<file path="src/rtl/adc_scan_pkg.sv">
package adc_scan_pkg;

  // Frame geometry shared by the scanner pieces
  parameter int FRAME_BITS = 16;
  parameter int CHAN_BITS  = 4;
  parameter int CODE_BITS  = 10;

  typedef enum logic [1:0] {
    SQ_IDLE  = 2'd0,
    SQ_START = 2'd1,
    SQ_XFER  = 2'd2,
    SQ_WAIT  = 2'd3
  } seq_state_t;

endpackage

</file>
<file path="src/rtl/adc_scan_shifter.sv">
// Full-duplex frame engine: drives chip select and the serial clock, shifts
// the outgoing word MSB first and samples the incoming word on rising edges.
module adc_scan_shifter #(
  parameter int FRAME_W  = 16,
  parameter int RES_W    = 10,
  parameter int CLK_DIV  = 2,
  parameter int GAP_CYC  = 6,
  parameter int SPLIT_AT = FRAME_W / 2
) (
  input  logic               clk,
  input  logic               rst,
  input  logic               start,
  input  logic               byte_gap,
  input  logic [FRAME_W-1:0] tx_word,
  input  logic               miso,
  output logic               sclk,
  output logic               cs_n,
  output logic               mosi,
  output logic               done,
  output logic [RES_W-1:0]   rx_res
);

  localparam int DIV_W = (CLK_DIV > 1) ? $clog2(CLK_DIV) : 1;
  localparam int BIT_W = $clog2(FRAME_W + 1);
  localparam int GAP_W = $clog2(GAP_CYC + 2);

  logic               busy;
  logic [DIV_W-1:0]   div_cnt;
  logic [BIT_W-1:0]   bit_idx;
  logic [GAP_W-1:0]   gap_cnt;
  logic [FRAME_W-1:0] tx_sr;
  logic [FRAME_W-1:0] rx_sr;
  logic               tick;
  logic               gap_hold;
  logic               split_pt;
  logic               last_bit;

  // Optional idle stretch between the two bytes
  generate
    if (GAP_CYC > 0) begin : g_gap
      assign gap_hold = (gap_cnt != '0);
      assign split_pt = byte_gap && (bit_idx == BIT_W'(SPLIT_AT - 1));
    end else begin : g_nogap
      assign gap_hold = 1'b0;
      assign split_pt = 1'b0;
    end
  endgenerate

  assign tick     = busy && !gap_hold && (div_cnt == DIV_W'(CLK_DIV - 1));
  assign last_bit = (bit_idx == BIT_W'(FRAME_W - 1));

  always_ff @(posedge clk) begin
    if (rst) begin
      busy    <= 1'b0;
      cs_n    <= 1'b1;
      sclk    <= 1'b0;
      div_cnt <= '0;
      bit_idx <= '0;
      gap_cnt <= '0;
      tx_sr   <= '0;
      rx_sr   <= '0;
      done    <= 1'b0;
    end else begin
      done <= 1'b0;
      if (!busy) begin
        if (start) begin
          busy    <= 1'b1;
          cs_n    <= 1'b0;
          sclk    <= 1'b0;
          div_cnt <= '0;
          bit_idx <= '0;
          gap_cnt <= '0;
          tx_sr   <= tx_word;
        end
      end else if (gap_hold) begin
        gap_cnt <= gap_cnt - 1'b1;
      end else if (!tick) begin
        div_cnt <= div_cnt + 1'b1;
      end else begin
        div_cnt <= '0;
        if (!sclk) begin
          sclk  <= 1'b1;
          rx_sr <= {rx_sr[FRAME_W-2:0], miso};
        end else begin
          sclk    <= 1'b0;
          tx_sr   <= {tx_sr[FRAME_W-2:0], 1'b0};
          bit_idx <= bit_idx + 1'b1;
          if (last_bit) begin
            busy <= 1'b0;
            cs_n <= 1'b1;
            done <= 1'b1;
          end else if (split_pt) begin
            gap_cnt <= GAP_W'(GAP_CYC);
          end
        end
      end
    end
  end

  assign mosi   = tx_sr[FRAME_W-1];
  assign rx_res = rx_sr[FRAME_W-1 -: RES_W];

endmodule

</file>
<file path="src/rtl/adc_scan_wait.sv">
// Conversion wait: either counts rising edges of a generated converter
// clock, or waits for a synchronised end-of-conversion level.
module adc_scan_wait #(
  parameter int CONV_CYCLES = 44,
  parameter int ADC_HALF    = 2
) (
  input  logic clk,
  input  logic rst,
  input  logic arm,
  input  logic eoc_mode,
  input  logic eoc,
  output logic adc_clk,
  output logic done
);

  localparam int HDIV_W = (ADC_HALF > 1) ? $clog2(ADC_HALF) : 1;
  localparam int CNT_W  = $clog2(CONV_CYCLES + 1);

  logic [HDIV_W-1:0] hdiv;
  logic [CNT_W-1:0]  conv_cnt;
  logic [1:0]        eoc_sync;
  logic              active;
  logic              half_end;
  logic              adc_rise;
  logic              count_end;

  assign half_end  = (hdiv == HDIV_W'(ADC_HALF - 1));
  assign adc_rise  = half_end && !adc_clk;
  assign count_end = (conv_cnt == CNT_W'(CONV_CYCLES - 1));

  always_ff @(posedge clk) begin
    if (rst) begin
      hdiv     <= '0;
      adc_clk  <= 1'b0;
      eoc_sync <= '0;
    end else begin
      eoc_sync <= {eoc_sync[0], eoc};
      if (half_end) begin
        hdiv    <= '0;
        adc_clk <= ~adc_clk;
      end else begin
        hdiv <= hdiv + 1'b1;
      end
    end
  end

  always_ff @(posedge clk) begin
    if (rst) begin
      conv_cnt <= '0;
      active   <= 1'b0;
      done     <= 1'b0;
    end else if (arm) begin
      conv_cnt <= '0;
      active   <= 1'b1;
      done     <= 1'b0;
    end else if (active) begin
      if (eoc_mode) begin
        if (eoc_sync[1]) begin
          active <= 1'b0;
          done   <= 1'b1;
        end
      end else if (adc_rise) begin
        conv_cnt <= conv_cnt + 1'b1;
        if (count_end) begin
          active <= 1'b0;
          done   <= 1'b1;
        end
      end
    end
  end

endmodule

</file>
<file path="src/rtl/adc_scan_seq.sv">
// Scan sequencer: channel order, one-deep channel pipeline, first-frame
// discard, and the registered output word under valid/ready.
module adc_scan_seq
  import adc_scan_pkg::*;
#(
  parameter int NUM_CH  = 9,
  parameter int ADDR_W  = 4,
  parameter int RES_W   = 10,
  parameter int FRAME_W = 16
) (
  input  logic               clk,
  input  logic               rst,
  input  logic               en,
  input  logic               shift_done,
  input  logic [RES_W-1:0]   rx_res,
  input  logic               wait_done,
  input  logic               out_ready,
  output logic               start,
  output logic [FRAME_W-1:0] tx_word,
  output logic               arm,
  output logic               out_valid,
  output logic [ADDR_W-1:0]  out_chan,
  output logic [RES_W-1:0]   out_data
);

  localparam int TAIL_W = FRAME_W - ADDR_W;

  seq_state_t        state_q;
  logic [ADDR_W-1:0] chan_q;
  logic [ADDR_W-1:0] tag_q;
  logic              primed_q;
  logic [ADDR_W-1:0] chan_nx;

  assign chan_nx = (chan_q == ADDR_W'(NUM_CH - 1)) ? '0 : chan_q + 1'b1;
  assign start   = (state_q == SQ_START) && en && !out_valid;
  assign tx_word = {chan_q, {TAIL_W{1'b0}}};
  assign arm     = (state_q == SQ_XFER) && shift_done;

  always_ff @(posedge clk) begin
    if (rst) begin
      state_q   <= SQ_IDLE;
      chan_q    <= '0;
      tag_q     <= '0;
      primed_q  <= 1'b0;
      out_valid <= 1'b0;
      out_chan  <= '0;
      out_data  <= '0;
    end else begin
      if (out_valid && out_ready) out_valid <= 1'b0;
      case (state_q)
        SQ_IDLE: begin
          if (en) begin
            chan_q   <= '0;
            primed_q <= 1'b0;
            state_q  <= SQ_START;
          end
        end
        SQ_START: begin
          if (!en)             state_q <= SQ_IDLE;
          else if (!out_valid) state_q <= SQ_XFER;
        end
        SQ_XFER: begin
          if (shift_done) begin
            if (primed_q) begin
              out_valid <= 1'b1;
              out_chan  <= tag_q;
              out_data  <= rx_res;
            end
            tag_q    <= chan_q;
            primed_q <= 1'b1;
            chan_q   <= chan_nx;
            state_q  <= SQ_WAIT;
          end
        end
        default: begin
          if (wait_done) state_q <= SQ_START;
        end
      endcase
    end
  end

endmodule

</file>
<file path="src/rtl/adc_scan_ctrl.sv">
module adc_scan_ctrl
  import adc_scan_pkg::*;
#(
  parameter int NUM_CH      = 9,
  parameter int ADDR_W      = CHAN_BITS,
  parameter int RES_W       = CODE_BITS,
  parameter int FRAME_W     = FRAME_BITS,
  parameter int CLK_DIV     = 2,
  parameter int GAP_CYC     = 6,
  parameter int ADC_HALF    = 2,
  parameter int CONV_CYCLES = 44
) (
  input  logic              clk,
  input  logic              rst,
  input  logic              en,
  input  logic              eoc_mode,
  input  logic              byte_gap,
  output logic              sclk,
  output logic              cs_n,
  output logic              mosi,
  input  logic              miso,
  input  logic              eoc,
  output logic              adc_clk,
  input  logic              out_ready,
  output logic              out_valid,
  output logic [ADDR_W-1:0] out_chan,
  output logic [RES_W-1:0]  out_data
);

  logic               start;
  logic               arm;
  logic               shift_done;
  logic               wait_done;
  logic [FRAME_W-1:0] tx_word;
  logic [RES_W-1:0]   rx_res;

  adc_scan_seq #(
    .NUM_CH (NUM_CH),
    .ADDR_W (ADDR_W),
    .RES_W  (RES_W),
    .FRAME_W(FRAME_W)
  ) u_seq (
    .clk       (clk),
    .rst       (rst),
    .en        (en),
    .shift_done(shift_done),
    .rx_res    (rx_res),
    .wait_done (wait_done),
    .out_ready (out_ready),
    .start     (start),
    .tx_word   (tx_word),
    .arm       (arm),
    .out_valid (out_valid),
    .out_chan  (out_chan),
    .out_data  (out_data)
  );

  adc_scan_shifter #(
    .FRAME_W(FRAME_W),
    .RES_W  (RES_W),
    .CLK_DIV(CLK_DIV),
    .GAP_CYC(GAP_CYC)
  ) u_shift (
    .clk     (clk),
    .rst     (rst),
    .start   (start),
    .byte_gap(byte_gap),
    .tx_word (tx_word),
    .miso    (miso),
    .sclk    (sclk),
    .cs_n    (cs_n),
    .mosi    (mosi),
    .done    (shift_done),
    .rx_res  (rx_res)
  );

  adc_scan_wait #(
    .CONV_CYCLES(CONV_CYCLES),
    .ADC_HALF   (ADC_HALF)
  ) u_wait (
    .clk     (clk),
    .rst     (rst),
    .arm     (arm),
    .eoc_mode(eoc_mode),
    .eoc     (eoc),
    .adc_clk (adc_clk),
    .done    (wait_done)
  );

endmodule

</file>
<file path="config.mk">
export PLATFORM = sky130hd
export DESIGN_NAME = adc_scan_ctrl
export DESIGN_NICKNAME = d
export VERILOG_FILES = /design/src/rtl/adc_scan_pkg.sv /design/src/rtl/adc_scan_shifter.sv /design/src/rtl/adc_scan_wait.sv /design/src/rtl/adc_scan_seq.sv /design/src/rtl/adc_scan_ctrl.sv
export SDC_FILE = /design/constraint.sdc
export NUM_CORES = 1
export LEC_CHECK = 0
export ABC_CLOCK_PERIOD_IN_PS = 1900
export BUFFER_PORTS_ARGS = -buffer_cell sky130_fd_sc_hd__buf_2
export CORE_ASPECT_RATIO = 0.7
export CORE_MARGIN = 1.5
export CORE_UTILIZATION = 54
export DETAILED_ROUTE_END_ITERATION = 8
export PLACE_DENSITY = 0.75
export SLEW_MARGIN = 20
export SYNTH_ARGS = -nofsm -noshare
export SYNTH_HDL_FRONTEND = slang
export SYNTH_HIERARCHICAL = 1
export SYNTH_SLANG_ARGS = --single-unit
</file>
<file path="constraint.sdc">
create_clock -name clk -period 1.9 [get_ports clk]
set_input_delay 0.19 -clock clk [delete_from_list [all_inputs] [get_ports clk]]
set_output_delay 0.19 -clock clk [all_outputs]
set_load 0.005 [all_outputs]
</file>
==> results.tsv <==
stage	metric	value	unit
critical_path	Reg2Reg Launch Point	u_shift/bit_idx[0]	
cts	CTS Buffer Depth	2	
critical_path	worst reg2reg setup slack	100	ps
layout	area grow syn2layout	9.90	%
critical_path	CP delay by family, top	simple AND/OR/NAND/NOR gates	
place	Final HPWL DP	4.67	mm
power_and_ir_drop	P_sw	1.04	mW
timing	Final Setup Violations	0	
synthesis	sequential-to-total area share from yosys stat	44.4	%
global_routing	GRT Util Overall	20.0	%
place	IO Port Bufs	26	
min_path	WHS Path Cells	3	
critical_path	worst path bufs/invs	1	
synthesis	Synth Register Bits	83	
layout	layout cells sized above 1	17.0	%
cts	# hold bufs at CTS	0	
critical_path	Crit-path slowest cell	nor4_1	
power_and_ir_drop	maximum vdd drop	0.416	mV
floorplan	die height	72.6	um
power_and_ir_drop	Int Power	2.71	mW
global_routing	first-pass GRT wire length	11.7	mm
synthesis	EDFF count, synth	0	
timing	max-slew violations	0	
critical_path	reg2reg path depth	7	
critical_path	CP Launch Type	flop	
critical_path	Data required, critical path	2200	ps
critical_path	critical-path cell list	ha_1, and3_1, ha_1, buf_4, nor4_1, a221oi_1, nor2_1	
cts	worst-skew pair later-pin latency	360	ps
timing	min Tclk post-route	1800	ps
cts	TritonCTS buffer count	9	
critical_path	Critical Path AT	2110	ps
outcome	outcome	completed	
power_and_ir_drop	Switching Share	27.7	%
floorplan	number of cell rows	25	
global_routing	initial antenna violation count	0	
route	drt first-iter violations	125	
floorplan	CORE AREA	6730	um^2
timing	Clock Skew	15.8	ps
critical_path	Most Frequent Cell on Critical Path	ha_1	
synthesis	Mean Syn Cell Area	8.72	um^2
power_and_ir_drop	Logic pwr share	14.6	%
power_and_ir_drop	P per Cell Area	911	nW/um^2
cts	Sink Count	83	
synthesis	mapped cell area	3740	um^2
route	via count	2861	
timing	slew of the pin with the lowest slew margin	500	ps
timing	Final Hold Violating Endpoints	0	
min_path	Hold Path Class	input port to flop	
min_path	critical hold path startpoint	miso	
synthesis	Synth cell types	51	
timing	fmax	0.554	GHz
synthesis	Async S/R FF share, synth	0	%
floorplan	Die X	102	um
route	post-detailed-routing wire length	7.10	mm
floorplan	Initial Util	55.6	%
power_and_ir_drop	sequential power share	50.1	%
min_path	WHS Endpoint	u_shift/rx_sr[0]	
timing	setup_tns	0	ps
floorplan	Die ar.	7440	um^2
critical_path	WS Path Type	flop to flop	
route	WL per Instance	13.0	um
global_routing	vias in the first global route	2561	
critical_path	Crit Reg-Reg Endpoint	u_shift/gap_cnt[2]	
global_routing	GR Overflow Total	0	
layout	commonest non-fill, non-tap cells in the layout	nand2_1 (83), dfxtp_1 (81), a21oi_1 (46)	
timing	unrepaired setup endpoints after global routing	false	
timing	post-route setup slack	95.4	ps
route	Vias per Instance	5.23	
global_routing	largest net degree at the start of global routing	28	
place	post-place setup slack	-4.12	ps
layout	ant diodes	0	
layout	# nets final	468	
power_and_ir_drop	clock network power share	35.3	%
cts	CTS clk-pin slew, worst paths	90	ps
power_and_ir_drop	Total Power	3.74	mW
cts	Post-CTS Setup Bufs	0	
cts	H-tree depth	3	
flow_run	Max Cap Violations	0	
synthesis	Yosys warning count	6	
timing	Tcrit/Tclk final	95.0	%
timing	normalized max-slew margin	66.5	%
route	ANT nets after route	0	
synthesis	Synth Flop Type	dfxtp_1	
route	DRC	0	
power_and_ir_drop	Leakage	1.48	nW
place	Placer Congestion	0.794	
floorplan	I/O pin count	27	
critical_path	CP peak stage delay	350	ps
critical_path	Crit Path Max Fanout	4	
route	drt pass-1 iters	4	
layout	commonest non-fill, non-tap cell in the layout	nand2_1	
cts	CTS Root Cell	clkbuf_8	
critical_path	CP endpoint kind	flop	
synthesis	Syn Inst Count	429	
cts	TritonCTS clock tree	yes	
-- synth_stat cells, types with 2 or more instances --
cell      number  area [um^2]
dfxtp_1       83         1660
xnor2_1        6         52.6
or3_1          5         31.3
nor4b_1        2         17.5
inv_1         14         52.6
nor4_1         2         12.5
a211oi_2       3         37.5
nor2b_1        6         37.5
a221oi_1       2         17.5
buf_6          3         33.8
a21oi_1       46          230
nor2_1        33          124
buf_4         23          173
a31oi_1        2         12.5
mux2i_1       17          170
o21ai_0        7         35.0
o31ai_1        3         22.5
nand2b_1       4         25.0
nor3_1         3         15.0
ha_1          12          150
clkbuf_1      11         41.3
and3_1         4         25.0
a211oi_1      17          128
nand2_1       83          312
buf_2          6         30.0
nand3_1        7         35.0
-- routing by layer --
layer  track usage [%]  vias up  share of wire [%]
met3              6.61        5                3.5
met4              4.57        0               0.75
met5                 0        -                  0
met1              27.5     1342                 51
met2              30.8       39                 44
li1                  -     1475                  -
-- power by group through the flow --
stage,Combinational (mW),Sequential [mW],Clock (mW)
3_3_place_gp,0.483,1.91,0
3_5_place_dp,0.504,1.91,0
6_report,0.548,1.88,1.32
5_1_grt,0.603,1.89,1.42
4_1_cts,0.516,1.87,1.35
2_1_floorplan,0.421,1.90,0
-- state kept, by name, summed over array words and instances (netlist names), 3 cells and up --
| register | count |
|---|---|
| u_shift/rx_sr | 16 |
| u_shift/tx_sr | 16 |
| u_seq/out_data | 10 |
| u_wait/conv_cnt | 6 |
| u_shift/bit_idx | 5 |
| u_seq/chan_q | 4 |
| u_seq/out_chan | 4 |
| u_seq/tag_q | 4 |
| u_shift/gap_cnt | 3 |
-- cells by family after synthesis --
kind of cell / share of synthesized area [%]
and+or+nand+nor: 20.8
AOI/OAI and AO/OA: 15.9
DFF: 44.4
buffers and inverters: 8.83
muxes: 4.55
adders and majority gates: 4.01
xor gates and xnor gates: 1.40
other: 0.100
-- per-stage QoR --
| stage | instances | hold WS (ps) | utilization [%] | instance area (um^2) |
|---|---|---|---|---|
| detailed placement | 529 | 443 | 57.1 | 3840 |
| global route | 547 | 54.4 | 61.1 | 4110 |
| floorplan | 440 | 257 | - | 3780 |
| finish | 547 | 60.9 | 61.1 | 4110 |
| global placement | 529 | 409 | 57.1 | 3840 |
| CTS | 546 | 55.5 | 60.4 | 4060 |
-- layout make-up --
type | count | area (um^2)
Fill cell | 586 | 2610
Multi-Input combinational cell | 302 | 1850
Sequential cell | 83 | 1660
Timing Repair Buffer | 38 | 220
Clock buffer | 10 | 138
Tap cell | 94 | 118
Clock inverter | 6 | 72.6
Inverter | 14 | 52.6
-- how the worst max path moves through the flow --
stage | depth (start not counted) | endpoint | slack, ps | startpoint
5_1_grt | 6 | u_shift/rx_sr[14] | 7 | u_shift/gap_cnt[0]
4_1_cts | 6 | u_seq/chan_q[2] | 20 | u_seq/state_q[0]
6_report | 7 | u_shift/gap_cnt[2] | 100 | u_shift/bit_idx[0]
3_3_place_gp | 6 | u_seq/chan_q[2] | 90 | u_seq/state_q[0]
2_1_floorplan | 7 | u_seq/chan_q[2] | 110 | u_seq/state_q[0]
3_5_place_dp | 8 | u_shift/tx_sr[14] | -4 | u_seq/state_q[1]
-- worst register-to-register path: cells and delay by family, from the launching register on --
family	cells	cell delay, ps
AOI/OAI and AO/OA	1	150
adders and majority gates	2	450
buffers and inverters	1	170
DFF	1	340
and+or+nand+nor	3	650
-- repair_timing --
item                       4_1_cts  5_1_grt
pin swaps                        0        0
gates cloned                     1        1
setup endpoints to repair        1       46
resized for setup                0       11
Power figures use the tool's default switching activity.
